--- config.mk ---
export PLATFORM = sky130hd
export DESIGN_NAME = dac_bus_sequencer
export DESIGN_NICKNAME = d
export VERILOG_FILES = /design/src/rtl/dac_seq_pkg.sv /design/src/rtl/dac_seq_phase_timer.sv /design/src/rtl/dac_seq_byte_lane.sv /design/src/rtl/dac_seq_strobe_decode.sv /design/src/rtl/dac_bus_sequencer.sv
export SDC_FILE = /design/constraint.sdc
export NUM_CORES = 1
export LEC_CHECK = 0
export BUFFER_PORTS_ARGS = -buffer_cell sky130_fd_sc_hd__buf_2
export CORE_MARGIN = 4
export CORE_UTILIZATION = 45
export DETAILED_ROUTE_END_ITERATION = 8
export PLACE_DENSITY = 0.69
export SYNTH_ARGS = -nofsm -noshare
export SYNTH_HDL_FRONTEND = slang
export SYNTH_SLANG_ARGS = --single-unit
export TNS_END_PERCENT = 100
--- constraint.sdc ---
create_clock -name clk -period 3.98 [get_ports clk]
set_input_delay 0.597 -clock clk [delete_from_list [all_inputs] [get_ports clk]]
set_output_delay 0.597 -clock clk [all_outputs]
set_load 0.05 [all_outputs]
--- src/rtl/dac_seq_pkg.sv ---
package dac_seq_pkg;

   typedef enum logic [2:0] {
      ST_IDLE,
      ST_SETUP,
      ST_PULSE,
      ST_HOLD,
      ST_CLEAR,
      ST_DONE
   } seq_state_e;

   localparam int unsigned STEP_W   = 3;
   localparam int unsigned UPD_STEP = 4;

   // Round a nanosecond minimum up to whole clock cycles, never below one.
   function automatic int unsigned ns_to_cycles(input int unsigned ns,
                                                input int unsigned period_ps);
      int unsigned c;
      c = (ns * 1000 + period_ps - 1) / period_ps;
      return (c < 1) ? 1 : c;
   endfunction

   function automatic int unsigned umax(input int unsigned a, input int unsigned b);
      return (a > b) ? a : b;
   endfunction

endpackage

--- src/rtl/dac_seq_phase_timer.sv ---
module dac_seq_phase_timer #(
   parameter int unsigned CNT_W = 4
) (
   input  logic             clk,
   input  logic             rst_n,
   input  logic             load,
   input  logic [CNT_W-1:0] load_val,
   output logic             last
);
   logic [CNT_W-1:0] cnt;

   always_ff @(posedge clk or negedge rst_n) begin
      if (!rst_n) begin
         cnt <= '0;
      end else if (load) begin
         cnt <= load_val;
      end else if (cnt != '0) begin
         cnt <= cnt - 1'b1;
      end
   end

   assign last = (cnt == CNT_W'(1));
endmodule

--- src/rtl/dac_seq_byte_lane.sv ---
module dac_seq_byte_lane #(
   parameter int unsigned CHAN_W = 12,
   parameter int unsigned BUS_W  = 8
) (
   input  logic [CHAN_W-1:0] ch_a,
   input  logic [CHAN_W-1:0] ch_b,
   input  logic [1:0]        sel,
   output logic [BUS_W-1:0]  lane
);
   localparam int unsigned HI_W = CHAN_W - BUS_W;

   logic [BUS_W-1:0] part [4];

   for (genvar c = 0; c < 2; c++) begin : g_chan
      logic [CHAN_W-1:0] src;
      assign src = (c == 0) ? ch_a : ch_b;
      assign part[2*c] = src[BUS_W-1:0];
      if (HI_W == BUS_W) begin : g_full
         assign part[2*c+1] = src[CHAN_W-1:BUS_W];
      end else begin : g_pad
         assign part[2*c+1] = {{(BUS_W-HI_W){1'b0}}, src[CHAN_W-1:BUS_W]};
      end
   end

   assign lane = part[sel];
endmodule

--- src/rtl/dac_seq_strobe_decode.sv ---
module dac_seq_strobe_decode
   import dac_seq_pkg::*;
#(
   parameter int unsigned BUS_W = 8
) (
   input  seq_state_e               state,
   input  logic [STEP_W-1:0]        step,
   input  logic [BUS_W-1:0]         lane,
   output logic [1:0]               addr,
   output logic [BUS_W-1:0]         data,
   output logic                     cs_n,
   output logic                     wr_n,
   output logic                     upd_n,
   output logic                     clr_n
);
   logic in_write;
   logic strobe;

   assign in_write = (state == ST_SETUP) || (state == ST_PULSE) || (state == ST_HOLD);
   assign strobe   = (state == ST_PULSE);

   always_comb begin
      addr  = '0;
      data  = '0;
      cs_n  = 1'b1;
      wr_n  = 1'b1;
      upd_n = 1'b1;
      clr_n = 1'b1;
      if (in_write) begin
         wr_n = !strobe;
         if (step == STEP_W'(UPD_STEP)) begin
            upd_n = !strobe;
         end else begin
            cs_n = 1'b0;
            addr = step[1:0];
            data = lane;
         end
      end else if (state == ST_CLEAR) begin
         clr_n = 1'b0;
      end
   end
endmodule

--- src/rtl/dac_bus_sequencer.sv ---
module dac_bus_sequencer
   import dac_seq_pkg::*;
#(
   parameter int unsigned CLK_PERIOD_PS = 10000,
   parameter int unsigned ADDR_SETUP_NS = 15,
   parameter int unsigned ADDR_HOLD_NS  = 15,
   parameter int unsigned DATA_SETUP_NS = 60,
   parameter int unsigned DATA_HOLD_NS  = 25,
   parameter int unsigned WR_PULSE_NS   = 80,
   parameter int unsigned CLR_PULSE_NS  = 80,
   parameter int unsigned CHAN_W        = 12,
   parameter int unsigned BUS_W         = 8
) (
   input  logic              clk,
   input  logic              rst_n,
   input  logic              req_valid,
   output logic              req_ready,
   input  logic              req_clear,
   input  logic [CHAN_W-1:0] req_ch_a,
   input  logic [CHAN_W-1:0] req_ch_b,
   output logic              done,
   output logic [1:0]        bus_addr,
   output logic [BUS_W-1:0]  bus_data,
   output logic              bus_cs_n,
   output logic              bus_wr_n,
   output logic              bus_upd_n,
   output logic              bus_clr_n
);
   localparam int unsigned HI_W   = CHAN_W - BUS_W;
   localparam int unsigned SU_CYC = ns_to_cycles(ADDR_SETUP_NS, CLK_PERIOD_PS);
   localparam int unsigned DS_CYC = ns_to_cycles(DATA_SETUP_NS, CLK_PERIOD_PS);
   localparam int unsigned DS_REM = (DS_CYC > SU_CYC) ? DS_CYC - SU_CYC : 1;
   localparam int unsigned PW_CYC = umax(ns_to_cycles(WR_PULSE_NS, CLK_PERIOD_PS), DS_REM);
   localparam int unsigned HD_CYC = umax(ns_to_cycles(ADDR_HOLD_NS, CLK_PERIOD_PS),
                                         ns_to_cycles(DATA_HOLD_NS, CLK_PERIOD_PS));
   localparam int unsigned CL_CYC = ns_to_cycles(CLR_PULSE_NS, CLK_PERIOD_PS);
   localparam int unsigned MAX_CYC = umax(umax(SU_CYC, PW_CYC), umax(HD_CYC, CL_CYC));
   localparam int unsigned CNT_W  = $clog2(MAX_CYC + 1);

   if (CHAN_W <= BUS_W || CHAN_W > 2 * BUS_W) begin : g_bad_width
      $error("channel width must exceed the bus width and fit in two bus beats");
   end
   if (CLK_PERIOD_PS == 0) begin : g_bad_period
      $error("clock period must be non-zero");
   end

   seq_state_e        state;
   logic [STEP_W-1:0] step;
   logic [CHAN_W-1:0] code_a;
   logic [CHAN_W-1:0] code_b;
   logic              t_load;
   logic [CNT_W-1:0]  t_val;
   logic              t_last;
   logic [BUS_W-1:0]  lane;
   logic              take;

   assign req_ready = (state == ST_IDLE);
   assign done      = (state == ST_DONE);
   assign take      = req_ready && req_valid;

   always_comb begin
      t_load = 1'b0;
      t_val  = CNT_W'(SU_CYC);
      case (state)
         ST_IDLE: if (take) begin
            t_load = 1'b1;
            t_val  = req_clear ? CNT_W'(CL_CYC) : CNT_W'(SU_CYC);
         end
         ST_SETUP: if (t_last) begin
            t_load = 1'b1;
            t_val  = CNT_W'(PW_CYC);
         end
         ST_PULSE: if (t_last) begin
            t_load = 1'b1;
            t_val  = CNT_W'(HD_CYC);
         end
         ST_HOLD: if (t_last && step != STEP_W'(UPD_STEP)) begin
            t_load = 1'b1;
            t_val  = CNT_W'(SU_CYC);
         end
         default: ;
      endcase
   end

   always_ff @(posedge clk or negedge rst_n) begin
      if (!rst_n) begin
         state  <= ST_IDLE;
         step   <= '0;
         code_a <= '0;
         code_b <= '0;
      end else begin
         case (state)
            ST_IDLE: if (take) begin
               if (req_clear) begin
                  state <= ST_CLEAR;
               end else begin
                  state  <= ST_SETUP;
                  step   <= '0;
                  code_a <= req_ch_a;
                  code_b <= req_ch_b;
               end
            end
            ST_SETUP: if (t_last) state <= ST_PULSE;
            ST_PULSE: if (t_last) state <= ST_HOLD;
            ST_HOLD: if (t_last) begin
               if (step == STEP_W'(UPD_STEP)) begin
                  state <= ST_DONE;
               end else begin
                  step  <= step + 1'b1;
                  state <= ST_SETUP;
               end
            end
            ST_CLEAR: if (t_last) state <= ST_DONE;
            ST_DONE:  state <= ST_IDLE;
            default:  state <= ST_IDLE;
         endcase
      end
   end

   dac_seq_phase_timer #(.CNT_W(CNT_W)) u_timer (
      .clk      (clk),
      .rst_n    (rst_n),
      .load     (t_load),
      .load_val (t_val),
      .last     (t_last)
   );

   dac_seq_byte_lane #(.CHAN_W(CHAN_W), .BUS_W(BUS_W)) u_lane (
      .ch_a (code_a),
      .ch_b (code_b),
      .sel  (step[1:0]),
      .lane (lane)
   );

   dac_seq_strobe_decode #(.BUS_W(BUS_W)) u_decode (
      .state (state),
      .step  (step),
      .lane  (lane),
      .addr  (bus_addr),
      .data  (bus_data),
      .cs_n  (bus_cs_n),
      .wr_n  (bus_wr_n),
      .upd_n (bus_upd_n),
      .clr_n (bus_clr_n)
   );
endmodule

## Yosys cells after proc, flatten, opt, wreduce, memory -nomap -nowiden

Index checks and enable logic that the tools add are counted.
W data, S select, Z words.

| storage, ports and cells | value |
|---|---|
| register bits | 34 |
| input port bits | 28 |
| output and inout port bits | 16 |

| cells by class | value |
|---|---|
| $add $sub $neg | 2 |
| order comparisons | 1 |
| eq/ne operators | 15 |
| mux-type cells | 38 |
| bitwise operators | 2 |
| reductions and logical operators | 13 |

Operator list:

| cell | count |
|---|---|
| $mux W3 | 11 |
| $mux W8 | 4 |
| $mux W4 | 5 |
| $bmux W8 S2 | 1 |
| $pmux W3 S5 | 1 |
| $ne A2 B2 Y1 const B | 6 |
| $pmux W4 S3 | 1 |
| $mux W1 | 11 |
| $reduce_and A5 Y1 | 2 |
| $eq A3 B3 Y1 const B | 3 |
| $eq A3 B2 Y1 const B | 2 |
| $pmux W3 S2 | 1 |
| $eq A4 B1 Y1 const B | 1 |
| $mux W2 | 2 |
| $reduce_bool A2 Y1 | 2 |
| $reduce_bool A4 Y1 | 1 |
| $sub A4 B1 Y4 const B | 1 |
| $add A3 B1 Y3 const B | 1 |
| $eq A3 B1 Y1 const B | 1 |
| $ge A3 B3 Y1 const B | 1 |
| $logic_not A3 Y1 | 1 |
| $ne A3 B3 Y1 const B | 1 |
| $not A2 Y3 | 1 |
| $pmux W1 S3 | 1 |
| other kinds (7) | 9 |

## Depth between registers and ports, before layout

| logic depth | value |
|---|---|
| word-level depth | 6 |
| mapped depth | 7 |
| gate-level depth less buffers | 5 |

## By module

Synthesis repeated with hierarchy kept, for this count alone.

| unflattened totals | value |
|---|---|
| cells, all modules | 164 |
| area, all modules | 2001.9 um^2 |

By module, submodules not included:

| module | times used | cells each | area an instance (um^2) |
|---|---|---|---|
| dac_bus_sequencer | 1 | 106 | 1443.9 |
| dac_seq_phase_timer | 1 | 24 | 265.3 |
| dac_seq_byte_lane | 1 | 14 | 161.4 |
| dac_seq_strobe_decode | 1 | 20 | 131.4 |

## Worst setup path after synthesis

No wires, ideal clock.

| timing path | value |
|---|---|
| path type | register to output |
| start | register step[0] |
| end | output port bus_data[4] |
| arrival | 2.823 ns |
| required time | 3.383 ns |
| slack | 0.560 ns |
| stages on the path, launching flop included | 8 |
| path through | dfrtp_1 -> buf_1 -> inv_1 -> ha_1 -> nand2_1 -> nand3b_1 -> clkbuf_1 -> nor3_1 |

| between the ends | value |
|---|---|
| longest elaborated chain between the ends | 6 |

Ends and longest elaborated chain:

| what | line | source |
|---|---|---|
| from (decl) | dac_bus_sequencer.sv:48 | `logic [STEP_W-1:0] step;` |
| from (signal assigned) | dac_bus_sequencer.sv:109 | `step <= step + 1'b1;` |
| $not A2 Y3 (not written as such) | dac_seq_byte_lane.sv:25 | `assign lane = part[sel];` |
| $bmux W8 S2 | dac_seq_byte_lane.sv:25 |  |
| $mux W8 (not written as such) (2 in series) | dac_seq_byte_lane.sv:25 |  |
| $mux W8 (*) | dac_seq_strobe_decode.sv:31 | `if (step == STEP_W'(UPD_STEP)) begin` |
| $mux W8 (*) | dac_seq_strobe_decode.sv:29 | `if (in_write) begin` |
| to (decl) | dac_bus_sequencer.sv:23 | `output logic [BUS_W-1:0] bus_data,` |

Every way passes the cells marked *; elsewhere a longest branch is shown, timed or not. The select of a mux whose other input is x is not followed.

## Worst setup path after layout

| timing path | value |
|---|---|
| start | register step[1] |
| end | output port bus_data[7] |

The elaborated chain is that of the path after synthesis.

==> flow_summary_export.csv <==
group,metric,value,unit
grt,grt_pass1_vias,1370,
yosys,synth_xor_area_frac,0.0194,
drt,wl_per_cell,15.0,um
drt,ant_nets,0,
timing,finalCriticalPeriod,2.97,ns
power,p_sw,0.000659,W
die,die_w,71.3,um
clock_tree,hold_buffers,0,
grt,grt_max_degree,35,
clock_tree,numCtsBuffers,5,
timing,setup_tns,0,ns
placed_design,place_ws,1.31,ns
yosys,syn_area_per_cell,12.0,sq um
placed_design,io_buffer_count,43,
setup_path,r2r-end,"code_a[1]",
setup_path,crit_type,"flop to primary output",
power,pwr-share-comb,0.453,
die,core_area,3770,sq um
timing,setup-violations-final,0,
timing,max_freq,0.337,GHz
min_path,hp-class,"input pin to async pin",
timing,setup_slack,1.01,ns
power,power.density,766,nW/um^2
final_layout,multi_input_area,880,sq um
grt,grtUsageTotal,0.152,
yosys,async_reset_ff_frac,1.00,
final_layout,diodes,0,
die,ios,44,
drt,drc_errors,0,
final_layout,final_nets,225,
timing,worst_slew_pin_slew,1.13,ns
placed_design,gp_congestion,0.887,
grt,grt-ovfl-total,0,
setup_path,cp.required,3.38,ns
timing,whs,0.366,ns
yosys,synth_compound_area_frac,0.0520,
clock_tree,cts_tree,"yes",
yosys,yosysWarningCount,0,
yosys,postSynthCellCount,150,
power,seqPwrFrac,0.391,
yosys,syn_nets,183,
yosys,synth_flop_cell,"dfrtp_1",
setup_path,startpoint_type,"flop",
yosys,synthDistinctLibCells,40,
yosys,synthSimpleGateAreaFrac,0.137,
die,dieArea,5090,sq um
final_layout,ff_latch_area,851,sq um
clock_tree,clk_path_buf_depth,2,
clock_tree,clock_tree.root_cell,"clkbuf_8",
power,internal_power,0.000973,W
yosys,yosysSeqAreaShare,0.472,
power,p_sw_frac,0.404,
clock_tree,htree_levels,2,
yosys,synth_mux_area_frac,0.245,
timing,relSlewSlack,0.249,
setup_path,reg2reg_from,"state[2]",
timing,drv_slew,0,
clock_tree,cts.repair.resized,0,
clock_tree,cts_num_sinks,34,
drt,dr.pass1.iters,4,
die,die-height,71.3,um
yosys,synthAdderAreaFrac,0.0347,
grt,grt_antenna_before_repair,0,
drt,dr.first_iter.drc_count,57,
drt,wl,3630,um
flow_run,maxCapViolations,0,
drt,vias,1295,
power,leakage,0.944,nW
clock_tree,cts.clk_slew.worst_paths,0.07,ns
yosys,synth_top_family_by_area,"multiplexers",
yosys,synth_edf_count,0,
setup_path,r2r_cells,3,
yosys,syn-cell-area,1800,sq um
drt,viasPerCell,5.37,
final_layout,area_growth,18.1,%
timing,post-route-period-util,0.746,
final_layout,layout_common_cells,"buf_2 (43), dfrtp_1 (34), mux2_2 (25), inv_1 (9)",
setup_path,path_max_fanout,11,
timing,finalHoldViolCount,0,
die,rows,22,
power,worst_ir_drop_vdd,0.369,mV
timing,fin_worst_skew,0.00628,ns
final_layout,drive_gt1_frac,0.456,
clock_tree,insertion_delay,0.28,ns
setup_path,crit_arrival,2.37,ns
final_layout,utilization,0.565,
yosys,synth-seq-cells,34,
final_layout,layout_commonest_cell,"buf_2",
clock_tree,cts_setup_buffers,0,
grt,grt_pass1_wl,6110,um
timing,rsz0062_at_grt,"false",
power,pwr-share-clk,0.156,
run_status,outcome,"finished, final reports clean",
setup_path,cp-end-kind,"primary output",
final_layout,layout.filler_cells,332,
die,start_util,0.478,
setup_path,timing.reg2reg.setup_slack,1.53,ns
placed_design,dp.final_hpwl,2780,um
## synthesized netlist by cell type (all sizes together), types with 3 or more instances
| cell type | count | share of area |
|---|---|---|
| mux4 | 4 | 0.050 |
| nand2 | 6 | 0.012 |
| inv | 9 | 0.019 |
| nor3 | 5 | 0.014 |
| mux2 | 25 | 0.16 |
| xor2 | 3 | 0.015 |
| ha | 5 | 0.035 |
| nor2 | 8 | 0.018 |
| buf | 5 | 0.016 |
| dfrtp | 34 | 0.47 |
| or3 | 3 | 0.013 |
| mux2i | 7 | 0.039 |
| clkbuf | 3 | 0.0062 |
| or2 | 3 | 0.010 |
| nor2b | 4 | 0.014 |
## final cells by class
class	instances	area share
inverters	9	0.0159
clock inverters	1	0.00235
clock buffers	7	0.0405
repair buffers	43	0.101
flip-flops and latches	34	0.399
multi-input cells	99	0.413
well taps	48	0.0282
## routing by layer
metal / global-route usage / vias to the layer above / wire (um)
met5: 0 / - / 0
met4: 0.0438 / 0 / 38
li1: - / 610 / -
met3: 0.0589 / 5 / 226
met1: 0.183 / 646 / 1560
met2: 0.253 / 34 / 1800
## worst max-delay path by stage
stage                        from          end
after floorplan           step[0]  bus_data[4]
after global placement    step[0]  bus_data[4]
after detailed placement  step[0]  bus_data[6]
after CTS                 step[0]  bus_data[6]
after global routing      step[0]  bus_data[4]
final                     step[1]  bus_data[7]
## sequential cells by signal (all words and copies together) (netlist names)
name         count
code_a          12
code_b          12
u_timer.cnt      4
state            3
step             3
## metrics by stage
step / total power (W) / area, sq um / std cells
2_1_floorplan: 0.00122 / 1800 / 150
3_3_place_gp: 0.00135 / 2040 / 233
3_5_place_dp: 0.00139 / 2040 / 233
4_1_cts: 0.00165 / 2130 / 241
5_1_grt: 0.00176 / 2130 / 241
6_report: 0.00163 / 2130 / 241
## logic make-up after synthesis
| logic type | after synthesis |
|---|---|
| buffers and inverters | 17 |
| AO/OA/AOI/OAI | 13 |
| XOR/XNOR | 4 |
| adder cells (fa/ha/maj) | 5 |
| multiplexers | 36 |
| AND/OR/NAND/NOR | 41 |
| flip-flops | 34 |
## worst max-delay path, stage by stage (launching register included)
cell	delay, ns
dfrtp_1	0.66
inv_1	0.14
ha_1	0.25
nand2_1	0.10
nand3b_1	0.36
nor3_1	0.28
buf_2	0.29
## power by group through the flow
stage                     Combinational [W]  Sequential, W  Clock, W
after floorplan                    0.000648       0.000577         0
after global placement             0.000724       0.000628         0
after detailed placement           0.000750       0.000644         0
after CTS                          0.000752       0.000638  0.000263
after global routing               0.000809       0.000665  0.000283
final                              0.000740       0.000638  0.000255
No activity file was read; power rests on OpenSTA's default activity.
